`src/rtl/irq_enc_pkg.sv`:
```
`timescale 1ns/1ps
package irq_enc_pkg;
  localparam int NUM_BUS  = 5;
  localparam int NUM_DEV  = 11;
  localparam int NUM_SRC  = NUM_BUS + NUM_DEV;
  localparam int VEC_W    = 12;
  localparam int LVL_W    = 3;
  localparam int DEV_HI_N = 6;  // devices below this index sit at level 5

  localparam logic [VEC_W-1:0] VEC_PWR  = 12'h0F8;
  localparam logic [VEC_W-1:0] VEC_PAR  = 12'h0FC;
  localparam logic [VEC_W-1:0] VEC_SPUR = 12'h060;

  // fixed level of maskable source s (bus lines first, then devices)
  function automatic logic [LVL_W-1:0] src_level(input int s);
    if (s < 2)                      return 3'd4;
    else if (s < NUM_BUS)           return 3'd5;
    else if (s - NUM_BUS < DEV_HI_N) return 3'd5;
    else                            return 3'd4;
  endfunction

  function automatic logic [VEC_W-1:0] src_vector(input int s);
    if (s == 0)           return 12'h11C;
    else if (s < NUM_BUS) return 12'h130 + VEC_W'(4 * (s - 1));
    else                  return 12'h140 + VEC_W'(4 * (s - NUM_BUS));
  endfunction
endpackage

```
`src/rtl/irq_bus_sync.sv`:
```
`timescale 1ns/1ps
module irq_bus_sync #(
  parameter int N = 5
) (
  input  logic         clk,
  input  logic         rst_n,
  input  logic [N-1:0] line_n,
  output logic [N-1:0] req
);
  for (genvar i = 0; i < N; i++) begin : g_line
    logic meta_q, stab_q;
    always_ff @(posedge clk) begin
      if (!rst_n) begin
        meta_q <= 1'b1;
        stab_q <= 1'b1;
      end else begin
        meta_q <= line_n[i];
        stab_q <= meta_q;
      end
    end
    assign req[i] = ~stab_q;

    // a synchronized request appears only if the line was low two edges earlier
    a_r5_sync_delay: assert property (@(posedge clk) disable iff (!rst_n)
      $rose(req[i]) |-> $past(!line_n[i], 2));
  end
endmodule

```
`src/rtl/irq_mask_reg.sv`:
```
`timescale 1ns/1ps
module irq_mask_reg #(
  parameter int W = 16
) (
  input  logic         clk,
  input  logic         rst_n,
  input  logic         wr_en,
  input  logic [W-1:0] wr_data,
  output logic [W-1:0] mask
);
  always_ff @(posedge clk) begin
    if (!rst_n)     mask <= '1;
    else if (wr_en) mask <= wr_data;
  end

  a_r12_mask_hold: assert property (@(posedge clk) disable iff (!rst_n)
    !wr_en |=> $stable(mask));
endmodule

```
`src/rtl/irq_level_encoder.sv`:
```
`timescale 1ns/1ps
module irq_level_encoder
  import irq_enc_pkg::*;
#(
  parameter int NSRC = NUM_SRC
) (
  input  logic [NSRC-1:0]  raw,
  input  logic [NSRC-1:0]  mask,
  input  logic             pwr,
  input  logic             par,
  input  logic [LVL_W-1:0] sel_level,
  output logic [LVL_W-1:0] level,
  output logic             sel_hit,
  output logic [VEC_W-1:0] sel_vec
);
  logic [NSRC-1:0] pend, at4, at5;
  assign pend = raw & ~mask;

  for (genvar s = 0; s < NSRC; s++) begin : g_map
    assign at4[s] = (src_level(s) == 3'd4);
    assign at5[s] = (src_level(s) == 3'd5);
  end

  always_comb begin
    if (pwr || par)           level = 3'd7;
    else if (|(pend & at5))   level = 3'd5;
    else if (|(pend & at4))   level = 3'd4;
    else                      level = 3'd0;
  end

  always_comb begin
    sel_hit = 1'b0;
    sel_vec = VEC_SPUR;
    if (sel_level == 3'd7) begin
      if (pwr)      begin sel_hit = 1'b1; sel_vec = VEC_PWR; end
      else if (par) begin sel_hit = 1'b1; sel_vec = VEC_PAR; end
    end else begin
      for (int s = NSRC - 1; s >= 0; s--) begin
        if (pend[s] && src_level(s) == sel_level) begin
          sel_hit = 1'b1;
          sel_vec = src_vector(s);
        end
      end
    end
  end

  // only unused-free levels come out, and a nonzero level needs a live source
  always_comb begin
    a_r1_level_legal: assert (level == 3'd0 || level == 3'd4 ||
                              level == 3'd5 || level == 3'd7);
    if (level != 3'd0)
      a_r1_no_phantom: assert (pwr || par || (|pend));
  end
endmodule

```
`src/rtl/irq_prio_encoder.sv`:
```
`timescale 1ns/1ps
module irq_prio_encoder
  import irq_enc_pkg::*;
(
  input  logic               clk,
  input  logic               rst_n,
  input  logic [NUM_BUS-1:0] bus_irq_n,
  input  logic [NUM_DEV-1:0] dev_req,
  input  logic               pwr_req,
  input  logic               parity_req,
  input  logic               mask_wr_en,
  input  logic [NUM_SRC-1:0] mask_wr_data,
  output logic [LVL_W-1:0]   ipl,
  input  logic               ack_valid,
  output logic               ack_ready,
  input  logic [LVL_W-1:0]   ack_level,
  output logic               vec_valid,
  input  logic               vec_ready,
  output logic [VEC_W-1:0]   vec_addr
);
  logic [NUM_BUS-1:0] bus_req;
  logic [NUM_SRC-1:0] mask_q;
  logic [LVL_W-1:0]   enc_level;
  logic               sel_hit;
  logic [VEC_W-1:0]   sel_vec;
  logic               accept;

  irq_bus_sync #(.N(NUM_BUS)) u_sync (
    .clk(clk), .rst_n(rst_n), .line_n(bus_irq_n), .req(bus_req));

  irq_mask_reg #(.W(NUM_SRC)) u_mask (
    .clk(clk), .rst_n(rst_n), .wr_en(mask_wr_en),
    .wr_data(mask_wr_data), .mask(mask_q));

  irq_level_encoder #(.NSRC(NUM_SRC)) u_enc (
    .raw({dev_req, bus_req}), .mask(mask_q), .pwr(pwr_req), .par(parity_req),
    .sel_level(ack_level), .level(enc_level), .sel_hit(sel_hit), .sel_vec(sel_vec));

  assign ack_ready = !vec_valid || vec_ready;
  assign accept    = ack_valid && ack_ready;

  always_ff @(posedge clk) begin
    if (!rst_n) begin
      ipl       <= '0;
      vec_valid <= 1'b0;
      vec_addr  <= '0;
    end else begin
      ipl <= enc_level;
      if (accept) begin
        vec_valid <= 1'b1;
        vec_addr  <= sel_hit ? sel_vec : VEC_SPUR;
      end else if (vec_ready) begin
        vec_valid <= 1'b0;
      end
    end
  end

  a_r4_level7_wins: assert property (@(posedge clk) disable iff (!rst_n)
    (pwr_req || parity_req) |=> ipl == 3'd7);
  a_r11_vec_hold: assert property (@(posedge clk) disable iff (!rst_n)
    (vec_valid && !vec_ready) |=> (vec_valid && $stable(vec_addr)));
  a_r11_accept_resp: assert property (@(posedge clk) disable iff (!rst_n)
    (ack_valid && ack_ready) |=> vec_valid);
endmodule

```
`config.mk`:
```
export PLATFORM = sky130hd
export DESIGN_NAME = irq_prio_encoder
export DESIGN_NICKNAME = d
export VERILOG_FILES = /design/src/rtl/irq_enc_pkg.sv /design/src/rtl/irq_bus_sync.sv /design/src/rtl/irq_mask_reg.sv /design/src/rtl/irq_level_encoder.sv /design/src/rtl/irq_prio_encoder.sv
export SDC_FILE = /design/constraint.sdc
export NUM_CORES = 1
export LEC_CHECK = 0
export ABC_AREA = 1
export CORE_ASPECT_RATIO = 1.1
export CORE_MARGIN = 2
export CORE_UTILIZATION = 44
export DETAILED_ROUTE_END_ITERATION = 10
export PLACE_DENSITY_LB_ADDON = 0.2
export SLEW_MARGIN = 40
export SYNTH_ARGS = -nofsm -noshare
export SYNTH_HDL_FRONTEND = slang
export SYNTH_SLANG_ARGS = --single-unit
```
`constraint.sdc`:
```
create_clock -name clk -period 2 [get_ports clk]
set_clock_uncertainty 0.2 [all_clocks]
set_input_delay 0.5 -clock clk [delete_from_list [all_inputs] [get_ports clk]]
set_output_delay 0.5 -clock clk [all_outputs]
set_load 0.03 [all_outputs]
```
==> results.rst <==
.. list-table::
   :header-rows: 1

   * - Metric
     - Value
   * - Chip Height
     - roughly 69 um
   * - Synth top cells by count
     - 67 x sky130_fd_sc_hd__nand2_1, 37 x sky130_fd_sc_hd__dfxtp_1, 26 x sky130_fd_sc_hd__inv_1, 23 x sky130_fd_sc_hd__nor2_1, 18 x sky130_fd_sc_hd__nand3_1
   * - Area contributors post-synth
     - sky130_fd_sc_hd__dfxtp_1 44%, sky130_fd_sc_hd__nand2_1 15%, sky130_fd_sc_hd__inv_1 5.8%
   * - Vias in the first global route
     - 1502
   * - Routability Congestion
     - 0.865
   * - I/O pin cnt
     - 59
   * - Startpoint class of the critical path
     - flip-flop
   * - Clock period minus final worst setup slack
     - 1.96 ns
   * - Count of cell types in the netlist
     - 23
   * - Yosys synthesis warning count
     - 0
   * - Top achievable clock speed
     - 0.510 GHz
   * - Worst max-slew margin expressed relative to the limit
     - 61.1%
   * - Root Buffer Master
     - sky130_fd_sc_hd__clkbuf_8
   * - Avg WL per Cell
     - about 10 um
   * - Maximum number of pins on one net before global-route repair
     - 21
   * - Wire length the detailed router placed on met1
     - 1700 um
   * - Fin. max-slew vios
     - 0
   * - Number of max-capacitance violations reported
     - 0
   * - Synth top area share
     - 44.3%
   * - Hold Crit Depth
     - 1
   * - Number of rows created at floorplan
     - 23
   * - Portion of the post-synthesis area used by sequential elements
     - around 44%
   * - Top layer reached by signal wires
     - met4
   * - Share of async-settable or async-resettable flops after synthesis
     - 0%
   * - Top flip-flop cell by instance count after synthesis
     - sky130_fd_sc_hd__dfxtp_1
   * - Routed Wire Length
     - 3820 um
   * - Tot GR Track Use
     - 19.1%
   * - Antenna violations before repair
     - 0
   * - Tot Pwr
     - ~1.6 mW
   * - Fraction of layout instances using a drive strength above 1
     - 24.1%
   * - Cell area after layout
     - 2550 sq um
   * - Count leader, synth
     - sky130_fd_sc_hd__nand2_1
   * - Pre-Repair DR Iteration Count
     - 4
   * - Number of diodes added for antenna fixing
     - 0
   * - Number of nets with antenna violations after routing
     - 0
   * - Total of buffers placed on input and output ports
     - 53
   * - End-of-flow core utilization
     - 69.9%
   * - Maximum level of the CTS H-tree
     - 2
   * - Area used by multi-input combinational logic
     - 818 sq um
   * - Synthesis-to-layout area growth
     - 52.9%
   * - Number of endpoints failing setup at the final stage
     - 0
   * - Area enclosed by the die boundary
     - 4310 sq um
   * - Number of remaining DRC errors
     - 0
   * - Family of cells with the greatest summed delay on the critical path
     - buffers and inverters
   * - Required time reported for the critical path endpoint
     - 1.30 ns
   * - Crit Path Category
     - reg -> out
   * - Result of the run
     - completed
   * - Clock tree from TritonCTS
     - done
   * - Number of synthesized register bits
     - 37
   * - Measured slew at the worst slew-check pin
     - 0.582 ns
   * - Vias after detailed routing
     - 1700
   * - Horizontal die dimension
     - 62.7 um
   * - Number of cell instances on the worst register-to-register path
     - 13
   * - Cells after synthesis
     - approximately 240
   * - Clock insertion delay at the later pin of the skew report
     - 0.29 ns
   * - Via density per instance
     - 4.61
   * - Number of enable flip-flop cells after synthesis
     - 0
   * - Sum of negative setup slack
     - 0 ns
   * - Final global-route overflow total
     - 0
   * - Total of fill cells in the finished design
     - 334
   * - Period utilisation layout
     - 98.0%
   * - Hold violation total from the final report
     - 0
   * - Post-Syn Area per Cell
     - 6.93 sq um
   * - Largest stage delay on the critical path
     - 0.66 ns
   * - Initial cell density of the core
     - 45.7%
   * - Pre-CTS setup slack
     - -0.416 ns
   * - Total met3 wirelength after detailed routing
     - 233 um
   * - Slowest cell on crit path
     - sky130_fd_sc_hd__clkdlybuf4s50_1
   * - Nets@finish
     - 360
   * - Type of the tightest min-delay check
     - reg -> reg
   * - Maximum resistive drop on vdd
     - about 0.57 mV
   * - Unrepaired setup endpoints after global routing
     - yes
   * - Critical path, cell by cell
     - clkdlybuf4s50_1
   * - First-pass GRT wire length
     - 6370 um
   * - Met2 WL post-DR
     - roughly 1800 um
   * - Maximum clock insertion buffer count
     - 2
   * - Power density over cell area
     - 638 nW/um^2
   * - Sequential Area
     - 741 sq um
   * - Pleak
     - ~1.3 nW
   * - Worst setup margin
     - just under 0.04 ns
   * - Placed Area
     - 2380 sq um
   * - Biggest fanout along the worst timing path
     - 1
   * - First DRT Iteration DRCs
     - 69
   * - Type of destination of the critical path
     - output pin
   * - Synth Cell Area
     - 1670 sq um
   * - Clock buffers created by TritonCTS
     - 5
   * - Total core area
     - 3650 sq um
   * - Stages on the worst setup path
     - 1
   * - Dominant cell type by area after synthesis
     - sky130_fd_sc_hd__dfxtp_1
   * - Clock Sink Count
     - 37
   * - Worst path buffer plus inverter count
     - 1
   * - Crit path DAT
     - 1.26 ns
   * - Post-detail-place hpwl
     - just under 3000 um
   * - Worst-path clk slew
     - 0.07 ns
timing repair:
item | CTS | global route
hold buffers | 0 | 0
gates cloned | 0 | 0
setup endpoints to repair | 5 | 10
gates resized for setup | 11 | 28
setup buffers | 0 | 2
pin swaps | 3 | 14
cell type report:
cell class,count,area share [%]
tap,50,2.45
clock inverter,3,0.686
clock buffer,5,2.69
inverter,32,4.80
sequential,37,29.0
timing repair buffer,77,28.3
multi-input combinational,165,32.0
per-stage QoR:
step | hold slack [ns] | instances
global placement | 0.194 | 359
floorplan | 0.193 | 245
CTS | 0.218 | 367
global route | 0.237 | 369
finish | 0.216 | 369
detailed placement | 0.200 | 359
state kept, by name, indices dropped and copies added, names as in the netlist:
register	cells
vec_valid	1
ipl	3
u_mask.mask	16
vec_addr	7
u_sync.g_line.meta_q	5
u_sync.g_line.stab_q	5
metal layers:
metal | vias to the layer above | track usage, %
met2 | 55 | 34.1
met4 | 0 | 6.67
met1 | 738 | 22.2
met5 | - | 0
li1 | 899 | -
met3 | 8 | 5.52
power by group:
| part | switching (mW) | leakage [nW] | internal [mW] |
|---|---|---|---|
| combinational | 0.162 | 0.959 | 0.164 |
| clock | 0.266 | 0.0439 | 0.240 |
| sequential | 0.0186 | 0.307 | 0.781 |
logic make-up after synthesis:
group / synth area share (%)
compound gates: 11.1
buf+inv: 10.8
flops: 44.3
other cells: 0.225
simple gates: 33.6
worst paths after layout:
check / startpoint / endpoint / slack (ns)
setup / recovery: ipl[1] / ipl[1] / 0.04
setup reg to reg: u_mask.mask[2] / vec_addr[2] / 0.26
hold reg to reg: u_sync.g_line[3].meta_q / u_sync.g_line[3].stab_q / 0.22
hold / removal: u_sync.g_line[3].meta_q / u_sync.g_line[3].stab_q / 0.22
cell usage in the layout (no fill, tap or decap):
cell type / netlist / final
sky130_fd_sc_hd__buf_4: 5 / 25
sky130_fd_sc_hd__conb_1: 1 / 5
sky130_fd_sc_hd__clkbuf_2: 0 / 1
sky130_fd_sc_hd__dlymetal6s2s_1: 0 / 10
sky130_fd_sc_hd__clkbuf_8: 0 / 5
sky130_fd_sc_hd__o21ai_0: 8 / 8
sky130_fd_sc_hd__a21oi_1: 14 / 13
sky130_fd_sc_hd__clkdlybuf4s50_1: 0 / 36
sky130_fd_sc_hd__nor2_1: 23 / 15
sky130_fd_sc_hd__nor3_2: 1 / 2
sky130_fd_sc_hd__inv_1: 26 / 24
sky130_fd_sc_hd__nand2_1: 67 / 63
sky130_fd_sc_hd__o21ai_2: 0 / 2
sky130_fd_sc_hd__a31oi_1: 1 / 1
sky130_fd_sc_hd__a31oi_4: 1 / 1
sky130_fd_sc_hd__inv_4: 0 / 1
sky130_fd_sc_hd__clkinv_2: 0 / 2
sky130_fd_sc_hd__o211ai_1: 2 / 2
sky130_fd_sc_hd__inv_2: 6 / 7
sky130_fd_sc_hd__or2_2: 10 / 10
sky130_fd_sc_hd__clkdlybuf4s15_1: 0 / 1
sky130_fd_sc_hd__nor2_2: 1 / 9
sky130_fd_sc_hd__nand3_1: 18 / 18
sky130_fd_sc_hd__dfxtp_1: 37 / 37
sky130_fd_sc_hd__nand2_2: 3 / 7
sky130_fd_sc_hd__clkinvlp_4: 0 / 1
sky130_fd_sc_hd__a21oi_2: 2 / 3
sky130_fd_sc_hd__nand3_4: 0 / 1
sky130_fd_sc_hd__dlygate4sd2_1: 0 / 4
sky130_fd_sc_hd__o21ai_1: 3 / 1
sky130_fd_sc_hd__nor3_1: 5 / 4
(Power assumes the default switching activity.)
